## src/rtl/alu_cc_pkg.sv

```systemverilog
package alu_cc_pkg;

    localparam int unsigned FN_W = 4;

    typedef enum logic [FN_W-1:0] {
        OP_ADD = 4'd0,
        OP_SUB = 4'd1,
        OP_AND = 4'd2,
        OP_XOR = 4'd3
    } alu_op_e;

    typedef enum logic [FN_W-1:0] {
        CND_ALWAYS = 4'd0,
        CND_LE     = 4'd1,
        CND_LT     = 4'd2,
        CND_EQ     = 4'd3,
        CND_NE     = 4'd4,
        CND_GE     = 4'd5,
        CND_GT     = 4'd6
    } cond_sel_e;

    typedef struct packed {
        logic zf;
        logic sf;
        logic of;
    } cc_flags_t;

    localparam cc_flags_t CC_RESET = '{zf: 1'b1, sf: 1'b0, of: 1'b0};

endpackage

```

## src/rtl/alu_cc_datapath.sv

```systemverilog
module alu_cc_datapath
    import alu_cc_pkg::*;
#(
    parameter int unsigned WIDTH = 32
) (
    input  logic [WIDTH-1:0] a_i,
    input  logic [WIDTH-1:0] b_i,
    input  logic [FN_W-1:0]  fn_i,
    output logic [WIDTH-1:0] res_o,
    output cc_flags_t        cc_o
);

    localparam int unsigned MSB = WIDTH - 1;

    logic [WIDTH-1:0] sum_w;
    logic [WIDTH-1:0] diff_w;
    logic             ovf_add_w;
    logic             ovf_sub_w;

    always_comb begin
        sum_w     = b_i + a_i;
        diff_w    = b_i - a_i;
        ovf_add_w = (a_i[MSB] == b_i[MSB]) && (sum_w[MSB] != a_i[MSB]);
        ovf_sub_w = (a_i[MSB] != b_i[MSB]) && (diff_w[MSB] != b_i[MSB]);
    end

    always_comb begin
        res_o   = '0;
        cc_o.of = 1'b0;
        case (fn_i)
            OP_ADD: begin
                res_o   = sum_w;
                cc_o.of = ovf_add_w;
            end
            OP_SUB: begin
                res_o   = diff_w;
                cc_o.of = ovf_sub_w;
            end
            OP_AND:  res_o = a_i & b_i;
            OP_XOR:  res_o = a_i ^ b_i;
            default: res_o = '0;
        endcase
        cc_o.zf = (res_o == '0);
        cc_o.sf = res_o[MSB];
    end

endmodule

```

## src/rtl/alu_cc_cond.sv

```systemverilog
module alu_cc_cond
    import alu_cc_pkg::*;
(
    input  cc_flags_t       cc_i,
    input  logic [FN_W-1:0] sel_i,
    output logic            hit_o
);

    logic lt_w;
    logic le_w;

    always_comb begin
        lt_w = cc_i.sf ^ cc_i.of;
        le_w = lt_w | cc_i.zf;
        case (sel_i)
            CND_ALWAYS: hit_o = 1'b1;
            CND_LE:     hit_o = le_w;
            CND_LT:     hit_o = lt_w;
            CND_EQ:     hit_o = cc_i.zf;
            CND_NE:     hit_o = ~cc_i.zf;
            CND_GE:     hit_o = ~lt_w;
            CND_GT:     hit_o = ~le_w;
            default:    hit_o = 1'b0;
        endcase
    end

endmodule

```

## src/rtl/alu_cc_unit.sv

```systemverilog
module alu_cc_unit
    import alu_cc_pkg::*;
#(
    parameter int unsigned WIDTH = 32
) (
    input  logic             clk,
    input  logic             rst_n,
    input  logic [WIDTH-1:0] op_a,
    input  logic [WIDTH-1:0] op_b,
    input  logic [3:0]       alu_fn,
    input  logic             set_cc,
    input  logic [3:0]       cond_fn,
    output logic [WIDTH-1:0] result,
    output logic             cond_true,
    output logic [2:0]       cc_flags
);

    typedef struct packed {
        cc_flags_t cc;
    } state_t;

    state_t    st_d;
    state_t    st_q;
    cc_flags_t cc_new_w;

    alu_cc_datapath #(.WIDTH(WIDTH)) u_dp (
        .a_i   (op_a),
        .b_i   (op_b),
        .fn_i  (alu_fn),
        .res_o (result),
        .cc_o  (cc_new_w)
    );

    alu_cc_cond u_cond (
        .cc_i  (st_q.cc),
        .sel_i (cond_fn),
        .hit_o (cond_true)
    );

    always_comb begin
        st_d = st_q;
        if (set_cc) begin
            st_d.cc = cc_new_w;
        end
    end

    always_ff @(posedge clk or negedge rst_n) begin
        if (!rst_n) begin
            st_q.cc <= CC_RESET;
        end else begin
            st_q <= st_d;
        end
    end

    assign cc_flags = st_q.cc;

endmodule

```

## config.mk

```make
export PLATFORM = sky130hd
export DESIGN_NAME = alu_cc_unit
export DESIGN_NICKNAME = d
export VERILOG_FILES = /design/src/rtl/alu_cc_pkg.sv /design/src/rtl/alu_cc_datapath.sv /design/src/rtl/alu_cc_cond.sv /design/src/rtl/alu_cc_unit.sv
export SDC_FILE = /design/constraint.sdc
export NUM_CORES = 1
export LEC_CHECK = 0
export BUFFER_PORTS_ARGS = -buffer_cell sky130_fd_sc_hd__buf_2
export CORE_ASPECT_RATIO = 0.9
export CORE_UTILIZATION = 58
export DETAILED_ROUTE_END_ITERATION = 8
export PLACE_DENSITY_LB_ADDON = 0.25
export SKIP_LAST_GASP = 1
export SLEW_MARGIN = 20
export SYNTH_ARGS = -nofsm -noshare
export SYNTH_HDL_FRONTEND = slang
export SYNTH_SLANG_ARGS = --single-unit
```

## constraint.sdc

```tcl
create_clock -name clk -period 4.2 [get_ports clk]
set_input_delay 0.42 -clock clk [delete_from_list [all_inputs] [get_ports clk]]
set_output_delay 0.42 -clock clk [all_outputs]
set_load 0.01 [all_outputs]
```

* Yosys cells after proc, flatten, opt, wreduce, memory -nomap -nowiden
Index checks and enable logic that the tools add are counted.
W data, S select, Z words.
** Operators by class
- Add/subtract/negate cells :: 2
- Multipliers :: 0
- Divide/modulo/power cells :: 0
- Magnitude comparators :: 0
- Equal/unequal tests :: 13
- Shift-type cells :: 0
- Mux-type cells :: 3
- Bitwise logic cells :: 7
- Reductions and logical operators :: 5
** Operators with widths (count)
- $pmux W32 S4 :: 1
- $add A32 B32 Y32 :: 1
- $and A32 B32 Y32 :: 1
- $logic_not A32 Y1 :: 1
- $sub A32 B32 Y32 :: 1
- $xor A32 B32 Y32 :: 1
- $eq A4 B2 Y1 const B :: 4
- $eq A4 B3 Y1 const B :: 3
- $eq A4 B1 Y1 const B :: 2
- $logic_not A4 Y1 :: 2
- $pmux W1 S7 :: 1
- $ne A1 B1 Y1 :: 3
- $not A1 Y1 :: 3
- $logic_and A1 B1 Y1 :: 2
- $pmux W1 S2 :: 1
- $eq A1 B1 Y1 :: 1
- $or A1 B1 Y1 :: 1
- $xor A1 B1 Y1 :: 1
** Storage, ports and cells
- Bits in registers :: 3
- Latch bits :: 0
- Bits in writable memories :: 0
- Bits in read-only memories :: 0
- Input bits :: 75
- Output and inout bits :: 36
- Memories :: 0

* Depth between registers and ports, before layout
Gate-level depths: netlist of run 1.
- Depth in word-level cells :: 4
- Depth in mapped cells :: 14

* By module
A second synthesis of run 1 with hierarchy kept.
** Second synthesis, totals
- Cell total of the unflattened synthesis :: 767
- Area total of the unflattened synthesis :: 4991.0 um2
** By module, submodules not included
- alu_cc_datapath :: instances 1, cells an instance 751, area an instance 4799.6 um2, seq. area each 0.0 um2
- alu_cc_unit :: instances 1, cells an instance 6, area an instance 110.1 um2, seq. area each 76.3 um2
- alu_cc_cond :: instances 1, cells an instance 10, area an instance 81.3 um2, seq. area each 0.0 um2

* Least setup slack after synthesis of run 1
No wires, ideal clock.
- Path type :: input -> register
- Start point :: input op_b[0]
- End point :: register st_q, in the netlist cc_flags[2]
- Data arrival time :: 3.557 ns
- Path slack :: 0.546 ns
- Stages on the path :: 14
- Path buffers :: 0
- Cell sequence :: inv_1 -> ha_1 -> fa_1 -> nand2b_1 -> a211oi_1 -> o311a_1 -> o21ai_1 -> o41ai_1 -> nor2b_1 -> nor3_2 -> xnor2_1 -> a222oi_1 -> or4b_1 -> o41ai_2
** On the way
- Cells in the longest elaborated chain, start to end :: 3
- Elaborated cells between the ends (all ways) :: 6
- Those cells by class :: add/sub (2); mux (1); bitwise (2); reduce/logical (1)
** Ends and longest elaborated chain
- start: declaration :: RTL line alu_cc_unit.sv:9 : input logic [WIDTH-1:0] op_b,
- $sub A32 B32 Y32 (tied with other cells) :: RTL line alu_cc_datapath.sv:22 : diff_w = b_i - a_i;
- $pmux W32 S4 * :: RTL line alu_cc_datapath.sv:30 : case (fn_i)
- $logic_not A32 Y1 * :: RTL line alu_cc_datapath.sv:43 : cc_o.zf = (res_o == '0);
- end signal: assignment :: RTL line alu_cc_unit.sv:51 : st_q <= st_d;
- end: declaration :: RTL line alu_cc_unit.sv:23 : state_t st_q;
Every way passes the cells marked *; elsewhere a longest branch is shown, timed or not.
A chain may end at the register's enable or synchronous reset.

* Worst setup path after layout of run 1
- Start point :: input op_a[10]
- End point :: output result[31]
** On the way
- Cells in the longest elaborated chain, start to end :: 2
- Elaborated cells between the ends (all ways) :: 3
- Those cells by class :: add/sub (2); mux (1)
** Ends and longest elaborated chain
- start: declaration :: RTL line alu_cc_unit.sv:8 : input logic [WIDTH-1:0] op_a,
- $sub A32 B32 Y32 or $add A32 B32 Y32 (tied branches) :: RTL line alu_cc_datapath.sv:22, alu_cc_datapath.sv:21
- $pmux W32 S4 * :: RTL line alu_cc_datapath.sv:30
- end: declaration :: RTL line alu_cc_unit.sv:13 : output logic [WIDTH-1:0] result,
Marked as above.

==> results of run 1 <==
[metrics by stage]
step	util [%]	hold slack [ns]	setup slack (ns)	area (um^2)	instances
final	67.98	0.4565	0.1699	5852	974
after global routing	67.98	0.4840	0.01345	5852	974
after global placement	67.33	0.2225	0.2260	5796	969
after CTS	67.97	0.4577	0.1887	5851	974
after floorplan	-	0.1244	0.5456	5192	757
after detailed placement	67.33	0.2252	0.1131	5796	969
[final cells by class]
class / instances / share of cell area [%]
timing repair buffer: 140 / 13.30
inverter: 74 / 4.747
multi-input combinational: 634 / 77.34
clock buffer: 4 / 0.7697
tap: 119 / 2.544
sequential: 3 / 1.304
[cell usage after synthesis (4+ instances only)]
cell | number | area [um^2]
sky130_fd_sc_hd__o311a_1 | 4 | 40.04
sky130_fd_sc_hd__o211ai_1 | 14 | 105.1
sky130_fd_sc_hd__o21bai_1 | 13 | 97.59
sky130_fd_sc_hd__o311ai_0 | 6 | 52.55
sky130_fd_sc_hd__o21ai_0 | 39 | 195.2
sky130_fd_sc_hd__nor4_1 | 18 | 112.6
sky130_fd_sc_hd__nand4_1 | 6 | 37.54
sky130_fd_sc_hd__a31oi_1 | 14 | 87.58
sky130_fd_sc_hd__ha_1 | 64 | 800.8
sky130_fd_sc_hd__a211o_1 | 5 | 43.79
sky130_fd_sc_hd__nand3_1 | 14 | 70.07
sky130_fd_sc_hd__a211oi_1 | 13 | 97.59
sky130_fd_sc_hd__o31a_1 | 6 | 52.55
sky130_fd_sc_hd__a21o_1 | 12 | 90.09
sky130_fd_sc_hd__nand2b_1 | 4 | 25.02
sky130_fd_sc_hd__a2111oi_0 | 5 | 43.79
sky130_fd_sc_hd__nor2b_1 | 11 | 68.82
sky130_fd_sc_hd__and2_1 | 5 | 31.28
sky130_fd_sc_hd__a21oi_1 | 71 | 355.3
sky130_fd_sc_hd__inv_1 | 70 | 262.8
sky130_fd_sc_hd__buf_2 | 7 | 35.03
sky130_fd_sc_hd__mux2i_1 | 8 | 80.08
sky130_fd_sc_hd__o31ai_1 | 16 | 120.1
sky130_fd_sc_hd__o21ai_1 | 4 | 20.02
sky130_fd_sc_hd__nor3_1 | 18 | 90.09
sky130_fd_sc_hd__buf_4 | 8 | 60.06
sky130_fd_sc_hd__inv_2 | 4 | 15.01
sky130_fd_sc_hd__buf_6 | 11 | 123.9
sky130_fd_sc_hd__o211a_1 | 8 | 80.08
sky130_fd_sc_hd__nor2_1 | 74 | 277.8
sky130_fd_sc_hd__nand2_1 | 53 | 198.9
sky130_fd_sc_hd__clkbuf_1 | 15 | 56.30
sky130_fd_sc_hd__xnor2_1 | 18 | 157.7
sky130_fd_sc_hd__o21a_1 | 4 | 30.03
sky130_fd_sc_hd__o31a_2 | 4 | 40.04
sky130_fd_sc_hd__or2_2 | 4 | 25.02
[worst max path at each step]
stage,slack (ns),to
after floorplan,0.55,cc_flags[2]
after global placement,0.23,result[31]
after detailed placement,0.11,cc_flags[2]
after CTS,0.19,result[31]
after global routing,0.01,result[22]
final,0.17,result[31]
[cell families (layout without fill, tap and decap cells)]
logic type,Yosys count,count (layout),synth area share [%]
AOI/OAI and AO/OA,294,294,41.18
xor gates and xnor gates,21,21,3.542
buffers and inverters,120,218,11.40
and+or+nand+nor,242,242,23.74
DFF,3,3,1.470
adders and majority gates,66,66,16.19
muxes,11,11,2.482
[layer usage]
| layer | up-vias | track usage, % |
|---|---|---|
| met3 | 91 | 9.223 |
| met5 | - | 0 |
| li1 | 3041 | - |
| met4 | 0 | 12.92 |
| met1 | 3093 | 58.56 |
| met2 | 556 | 63.91 |
[power by group through the flow]
stage / Clock, mW / Combinational, mW / Sequential (mW)
final: 0.0921 / 0.891 / 0.0335
after global routing: 0.0930 / 0.950 / 0.0337
after CTS: 0.0897 / 0.857 / 0.0335
after detailed placement: 0 / 0.850 / 0.0338
after global placement: 0 / 0.831 / 0.0336
after floorplan: 0 / 0.606 / 0.0349
[critical path, cell delays in order]
cell and delay, ns:
sky130_fd_sc_hd__buf_2 0.09, sky130_fd_sc_hd__inv_1 0.04, sky130_fd_sc_hd__ha_1 0.47, sky130_fd_sc_hd__a21o_1 0.30, sky130_fd_sc_hd__a31o_1 0.26, sky130_fd_sc_hd__a221oi_2 0.33, sky130_fd_sc_hd__o31ai_4 0.18, sky130_fd_sc_hd__o221ai_4 0.29
sky130_fd_sc_hd__a21oi_1 0.13, sky130_fd_sc_hd__o32a_1 0.41, sky130_fd_sc_hd__mux2_4 0.33, sky130_fd_sc_hd__a22oi_4 0.16, sky130_fd_sc_hd__inv_1 0.06, sky130_fd_sc_hd__buf_2 0.13
[timing repair]
action | in CTS | in global routing
endpoints found under the hold margin | 2 | 0
setup endpoints to repair | 0 | 1
resized for setup | 0 | 1
hold buffers | 1 | 0
==> summary.md, run 1 <==
### Status
- completed — result of the run

### Yosys
- sky130_fd_sc_hd__dfrtp_1 — most instantiated flip-flop cell in the synthesis netlist
- 104 — synth unique cells
- 6.859 um^2 — Post-Syn Area per Cell
- 0 — warnings from Yosys
- 898 — synthesized netlist net count
- 3 — register bit count reported by yosys
- 1.470% — post-synthesis sequential area ratio
- 5192 um^2 — Netlist Area Pre-Place
- 757 — Gate Count Post-Synth
- 0 — number of synthesized flops with an enable pin
- 100.0% — fraction of synthesis flops using an asynchronous set or reset pin

### Power
- 3.3% — share of power burned in registers
- 0.08778 mV — maximum resistive drop on vdd
- 2.858 nW — static leakage power
- 87.6% — combinational cell fraction of total power
- 580.6 uW — net load switching power
- 1.016 mW — Power, Total
- 173.6 nW/um^2 — pwr dens
- 57.14% — proportion of total power due to net switching
- 9.1% — Clk pwr share
- 435.6 uW — internal power

### Final layout
- 22.11% — share of layout cells above drive strength 1
- 997 — layout net count
- 0 — ant diodes
- 110 x sky130_fd_sc_hd__buf_2, 74 x sky130_fd_sc_hd__nor2_1, 71 x sky130_fd_sc_hd__a21oi_1, 70 x sky130_fd_sc_hd__inv_1, 64 x sky130_fd_sc_hd__ha_1 — commonest cells after routing, fill and taps aside
- 762 — fillers
- sky130_fd_sc_hd__buf_2 — most common library cell in the layout ignoring fill and taps
- 12.70% — Layout area overhead
- 76.32 um^2 — FF+latch area
- 3 — max reg flops
- 4526 um^2 — area of the multi-input gates

### CTS
- built — clock tree from TritonCTS
- 0.23 ns — clock latency on the worst-skew pair
- 3 — number of clock buffers inserted by TritonCTS
- 0 — post-CTS repair timing setup buffer count
- 0.03 ns — clock-pin slew on the worst setup and hold paths
- 2 — maximum clock path buffer count
- 1 — total number of H-tree levels
- 3 — Sinks on Clock Net
- sky130_fd_sc_hd__clkbuf_8 — CTS root buf

### Global routing
- 26 — pin count of the biggest net entering global routing
- 0 — initial antenna violation count
- 6057 — via count of the first global-routing pass
- 0 — total congestion overflow after global routing
- 30.99 mm — wire length of the first global-routing pass
- 42.11% — gr usage total

### Detailed routing
- 5 — Pre-antenna DRT Iters
- 0 — number of design rule violations left after detail routing
- 6781 — vias post-DR
- 2.857 mm — total met3 wirelength after detailed routing
- 20.11 mm — drt total wl
- met4 — top layer used by detailed routing
- 0 — remaining antenna violation count after routing
- 8.362 mm — met2 wirelength from detailed routing
- 6.962 — number of vias per cell
- 8.129 mm — Routed met1 length
- 20.65 um — drt wl/cell
- 702 — DRC marker count from the first detailed-route iteration

### Floorplan
- 8608 um^2 — core outline area
- 111 — top-level I/O count
- 32 — number of cell rows
- 60.32% — starting utilization of the core area
- 101.7 um — floorplan die width
- 9335 um^2 — Die ar.
- 91.76 um — height of the die

### Place
- 110 — Buffers on Ports
- 15.93 mm — HPWL after detailed placement
- 1.111 — Final GP Congestion

### Hold path
- set_cc — beginning of the worst hold path
- in -> reg — Min-Delay Path Class
- 2 — worst hold path depth
- cc_flags[1] — Hold Path End

### STA
- 95.96% — final cycle utilization of the critical path
- false — unrepaired setup endpoints after global routing
- 0 — Setup-failing EPs final
- 248.1 MHz — maximum clock frequency
- 0 — Slew Viols, Final
- 0.7557 ns — Worst Tran Pin Value
- 0 ns — setup TNS
- 0 ns — Clock Skews
- 0 — Final Hold Viols
- 49.43% — worst slew margin relative to its limit
- 4.030 ns — shortest clock period the worst path allows after layout

### Setup path
- primary input — kind of start point of the critical path
- 3.78 ns — Data required, critical path
- cc_flags[2] — reg-to-reg critical path endpoint
- 3.61 ns — data arrival time of the critical path
- 2 — cells on worst reg2reg path
- 3.18 ns — Reg2Reg Setup Slack
- output pin — endpoint type of the worst setup path
- op_a[10] — start point of the critical path
- in -> out — category of the critical setup timing path
- 13 — Max Fanout on Critical Path
- cc_flags[2] — start of the worst register-to-register path

### Run
- 0 — number of violations of the max-capacitance limit

No activity file was read; power rests on OpenSTA's default activity.
==> inputs of run 2 (changes only) <==
RECOVER_POWER = 50   (was not set)
==> summary.md, run 2 (synthesis results as in run 1) <==
### Global routing
- 0 — initial antenna violation count, unchanged
- 6057 — via count of the first global-routing pass, unchanged
- 26 — pin count of the biggest net entering global routing, unchanged
- 42.11% — gr usage total, unchanged
- 30.99 mm — wire length of the first global-routing pass, unchanged
- 0 — total congestion overflow after global routing, unchanged

### Floorplan
- 32 — number of cell rows, unchanged
- 60.32% — starting utilization of the core area, unchanged
- 111 — top-level I/O count, unchanged
- 91.76 um — height of the die, unchanged
- 101.7 um — floorplan die width, unchanged
- 9335 um^2 — Die ar., unchanged
- 8608 um^2 — core outline area, unchanged

### Setup path
- 2 — cells on worst reg2reg path, unchanged
- cc_flags[2] — start of the worst register-to-register path
- cc_flags[2] — reg-to-reg critical path endpoint
- output pin — endpoint type of the worst setup path
- 3.78 ns — Data required, critical path, about the same
- primary input — kind of start point of the critical path
- 13 — Max Fanout on Critical Path, unchanged
- 3.13 ns — Reg2Reg Setup Slack, -0.05 ns
- in -> out — category of the critical setup timing path
- 3.62 ns — data arrival time of the critical path, about the same

### STA
- 0.1644 ns — PnR worst setup slack, -0.005426 ns
- 0 — Final Hold Viols, unchanged
- 4.036 ns — shortest clock period the worst path allows after layout, +0.005426 ns
- 1.261 ns — Worst Tran Pin Value, +0.5050 ns
- 0 ns — setup TNS, unchanged
- 247.8 MHz — maximum clock frequency, -0.13%
- false — unrepaired setup endpoints after global routing
- 15.95% — worst slew margin relative to its limit, -33 points
- 96.08% — final cycle utilization of the critical path, +0.13 points
- 0 ns — Clock Skews, unchanged
- 0.4559 ns — worst hold margin, -0.0006510 ns
- 0 — Slew Viols, Final, unchanged
- 0 — Setup-failing EPs final, unchanged

### CTS
- built — clock tree from TritonCTS
- 2 — maximum clock path buffer count, unchanged
- sky130_fd_sc_hd__clkbuf_8 — CTS root buf
- 0 — post-CTS repair timing setup buffer count, unchanged
- 1 — total number of H-tree levels, unchanged
- 0.03 ns — clock-pin slew on the worst setup and hold paths, about the same
- 3 — number of clock buffers inserted by TritonCTS, unchanged
- 0.23 ns — clock latency on the worst-skew pair, about the same
- 3 — Sinks on Clock Net, unchanged

### Detailed routing
- 20.10 mm — drt total wl, about the same
- 805 — DRC marker count from the first detailed-route iteration, +15%
- 6775 — vias post-DR, -0.088%
- 0 — number of design rule violations left after detail routing, unchanged
- 5 — Pre-antenna DRT Iters, unchanged
- 0 — remaining antenna violation count after routing, unchanged
- 20.63 um — drt wl/cell, about the same
- 6.956 — number of vias per cell, about the same

### Power
- 173.7 nW/um^2 — pwr dens, about the same
- 0.08795 mV — maximum resistive drop on vdd, +0.19%
- 2.809 nW — static leakage power, -1.7%

### Final layout
- 98 x sky130_fd_sc_hd__buf_2, 74 x sky130_fd_sc_hd__nor2_1, 71 x sky130_fd_sc_hd__a21oi_1, 71 x sky130_fd_sc_hd__inv_1, 64 x sky130_fd_sc_hd__ha_1 — commonest cells after routing, fill and taps aside
- 997 — layout net count, unchanged
- 5827 um^2 — post-route cell area, -0.43%
- 67.69% — Finished Core Util, -0.29 points
- sky130_fd_sc_hd__buf_2 — most common library cell in the layout ignoring fill and taps
- 3 — max reg flops, unchanged
- 20.12% — share of layout cells above drive strength 1, -2.0 points
- 0 — ant diodes, unchanged
- 12.22% — Layout area overhead

### Hold path
- in -> reg — Min-Delay Path Class
- cc_flags[1] — Hold Path End
- set_cc — beginning of the worst hold path
- 2 — worst hold path depth, unchanged

### Place
- 110 — Buffers on Ports, unchanged
- 1.111 — Final GP Congestion, unchanged
- 15.93 mm — HPWL after detailed placement, unchanged
- 0.1131 ns — Post-Place Setup Slack, unchanged
- 5796 um^2 — placed cell areas, unchanged

### Status
- completed — result of the run

### Run
- 0 — number of violations of the max-capacitance limit, unchanged

## run 2: power by group
part           internal, mW  switching, mW  leakage [nW]  total [mW]
clock                0.0654         0.0270        0.0228      0.0924
combinational         0.335          0.551          2.75       0.886
sequential           0.0314        0.00209        0.0354      0.0335
total                 0.432          0.580          2.81        1.01
## run 2: area by class of cell
class | count | area (um^2)
clock buffers | 4 | 45.04
fillers | 775 | 2781
inverters | 74 | 277.8
multi-input cells | 634 | 4519
flip-flops and latches | 3 | 76.32
well taps | 119 | 148.9
repair buffers | 140 | 759.5
## run 2: worst max path at each step
stage              from           to  slack, ns  depth (start not counted)
2_1_floorplan   op_b[0]  cc_flags[2]       0.55                         14
4_1_cts        op_a[10]   result[31]       0.19                         14
5_1_grt         op_b[0]   result[22]       0.01                         15
3_3_place_gp   op_a[10]   result[31]       0.23                         14
6_report       op_a[10]   result[31]       0.16                         14
3_5_place_dp    op_a[0]  cc_flags[2]       0.11                         14
## run 2: per-layer routing
layer  global-route usage (%)  wire length (um)
met3                    9.223              2820
met5                        0                 0
met4                    12.92               775
met2                    63.91              8350
met1                    58.56              8151
## run 2: repair_timing
item / CTS / global route
hold buffers: 1 / 0
setup endpoints to repair: 0 / 1
hold endpoints to repair: 2 / 0
gates resized for setup: 0 / 1
## run 2: metrics by stage
stage                     total power, mW  instances
after floorplan                    0.6407        757
after global placement             0.8645        969
after detailed placement           0.8839        969
after CTS                          0.9802        974
after global routing                1.073        974
final                               1.012        974
## run 2: critical path, stage by stage
cell and delay, ns:
sky130_fd_sc_hd__buf_2 0.09, sky130_fd_sc_hd__inv_1 0.04, sky130_fd_sc_hd__ha_1 0.48, sky130_fd_sc_hd__a21o_1 0.31, sky130_fd_sc_hd__a31o_1 0.26, sky130_fd_sc_hd__a221oi_2 0.33
sky130_fd_sc_hd__o31ai_4 0.17, sky130_fd_sc_hd__o221ai_4 0.29, sky130_fd_sc_hd__a21oi_1 0.13, sky130_fd_sc_hd__o32a_1 0.41, sky130_fd_sc_hd__mux2_4 0.33, sky130_fd_sc_hd__a22oi_4 0.16
sky130_fd_sc_hd__inv_1 0.06, sky130_fd_sc_hd__buf_2 0.13
==> inputs of run 3 (changes only) <==
SETUP_SLACK_MARGIN = 0.5   (was not set)
SKIP_CTS_REPAIR_TIMING = 1   (was not set)
==> summary.md, run 3 (synthesis results as in run 1) <==
### Detailed routing
- 6865 — vias post-DR, +1.3%
- 866 — DRC marker count from the first detailed-route iteration, +7.6%
- 0 — number of design rule violations left after detail routing, unchanged
- 21.32 um — drt wl/cell, +3.3%
- 21.00 mm — drt total wl, +4.5%
- 6.970 — number of vias per cell, +0.20%
- 8 — Pre-antenna DRT Iters, +3
- 0 — remaining antenna violation count after routing, unchanged

### CTS
- 3 — number of clock buffers inserted by TritonCTS, unchanged
- 0.23 ns — clock latency on the worst-skew pair, about the same
- built — clock tree from TritonCTS
- sky130_fd_sc_hd__clkbuf_8 — CTS root buf
- 2 — maximum clock path buffer count, unchanged
- 1 — total number of H-tree levels, unchanged
- 0.03 ns — clock-pin slew on the worst setup and hold paths, about the same
- 3 — Sinks on Clock Net, unchanged

### STA
- 35.02% — worst slew margin relative to its limit, +19 points
- 90.33% — final cycle utilization of the critical path, -5.8 points
- 263.6 MHz — maximum clock frequency, +6.4%
- 0 ns — setup TNS, unchanged
- 0 ns — Clock Skews, unchanged
- 3.794 ns — shortest clock period the worst path allows after layout, -0.2417 ns
- 0.9658 ns — Worst Tran Pin Value, -0.2949 ns
- 0.4625 ns — worst hold margin, +0.006563 ns
- 0 — Setup-failing EPs final, unchanged
- 0 — Final Hold Viols, unchanged
- true — unrepaired setup endpoints after global routing
- 0 — Slew Viols, Final, unchanged

### Setup path
- primary input — kind of start point of the critical path
- 16 — Max Fanout on Critical Path, +3
- 3.37 ns — data arrival time of the critical path, -0.25 ns
- in -> out — category of the critical setup timing path
- 0.69 ns — stage delay of the slowest cell on the critical path, +0.21 ns
- output pin — endpoint type of the worst setup path
- sky130_fd_sc_hd__buf_2 — cell repeated most along the worst path
- 3.78 ns — Data required, critical path, about the same
- simple AND/OR/NAND/NOR gates — kind of cell adding the most delay to the critical path
- buf_2, or2_2, nor2_1, nand2_1, buf_4, o311ai_0, mux2i_1, o21ai_0, buf_2 — Critical Path, Cell by Cell
- 3 — WP buf/inv, -1
- sky130_fd_sc_hd__nor2_1 — Worst path slowest cell

### Floorplan
- 91.76 um — height of the die, unchanged
- 60.32% — starting utilization of the core area, unchanged
- 9335 um^2 — Die ar., unchanged
- 32 — number of cell rows, unchanged
- 101.7 um — floorplan die width, unchanged
- 111 — top-level I/O count, unchanged
- 8608 um^2 — core outline area, unchanged

### Final layout
- 73.10% — Finished Core Util, +5.4 points
- 21.18% — Layout area overhead
- 1008 — layout net count, +1.1%
- 98 x sky130_fd_sc_hd__buf_2, 73 x sky130_fd_sc_hd__nor2_1, 68 x sky130_fd_sc_hd__inv_1, 63 x sky130_fd_sc_hd__a21oi_1, 54 x sky130_fd_sc_hd__nand2_1 — commonest cells after routing, fill and taps aside
- sky130_fd_sc_hd__buf_2 — most common library cell in the layout ignoring fill and taps
- 27.37% — share of layout cells above drive strength 1, +7.3 points
- 0 — ant diodes, unchanged
- 3 — max reg flops, unchanged
- 703 — fillers, -9.3%

### Place
- 110 — Buffers on Ports, unchanged
- 1.111 — Final GP Congestion, unchanged
- 15.93 mm — HPWL after detailed placement, unchanged

### Power
- 0.09583 mV — maximum resistive drop on vdd, +9.0%
- 2.919 nW — static leakage power, +3.9%
- 175.4 nW/um^2 — pwr dens, +1.0%

### Hold path
- in -> reg — Min-Delay Path Class

### Global routing
- 0 — total congestion overflow after global routing, unchanged
- 6045 — via count of the first global-routing pass, -0.20%
- 0 — initial antenna violation count, unchanged
- 30.93 mm — wire length of the first global-routing pass, -0.18%
- 26 — pin count of the biggest net entering global routing, unchanged
- 42.02% — gr usage total, -0.096 points

### Run
- 0 — number of violations of the max-capacitance limit, unchanged

### Status
- completed — result of the run

[run 3: power by group]
part	switching (mW)	internal, mW	total, mW
registers	0.00219	0.0314	0.0336
logic	0.594	0.384	0.978
clock network	0.0269	0.0654	0.0923
[run 3: worst paths after layout]
path | start | end | cells after the start | slack, ns
worst min register to register | cc_flags[1] | cc_flags[1] | 2 | 0.59
worst min-delay path | set_cc | cc_flags[1] | 2 | 0.46
max in group asynchronous | rst_n | cc_flags[2] | 2 | 3.39
worst max-delay path | alu_fn[3] | result[17] | 9 | 0.41
min in group asynchronous | rst_n | cc_flags[0] | 2 | 0.57
worst max register to register | cc_flags[2] | cc_flags[2] | 2 | 3.12
[run 3: cell type report]
| type | instances | area, um^2 | share of cell area [%] |
|---|---|---|---|
| flip-flops and latches | 3 | 76.32 | 1.213 |
| inverters | 74 | 280.3 | 4.454 |
| multi-input cells | 634 | 4877 | 77.51 |
| well taps | 119 | 148.9 | 2.366 |
| repair buffers | 151 | 864.6 | 13.74 |
| clock buffers | 4 | 45.04 | 0.7158 |
[run 3: per-layer routing]
metal  share of wire (%)  GRT usage (%)  routed length (um)
met5                   0              0                   0
met4                 3.7          12.92                 781
met3                  14          9.223                2896
met2                  43          63.57                8978
met1                  40          58.56                8341
[run 3: metrics by stage]
step                      setup WS [ns]  std cells  area [um^2]  power, mW
after global routing             0.3348        985         6292      1.165
after floorplan                  0.5456        757         5192     0.6407
after CTS                        0.1887        973         5841     0.9795
final                            0.4062        985         6292      1.104
after global placement           0.2260        969         5796     0.8645
after detailed placement         0.1131        969         5796     0.8839
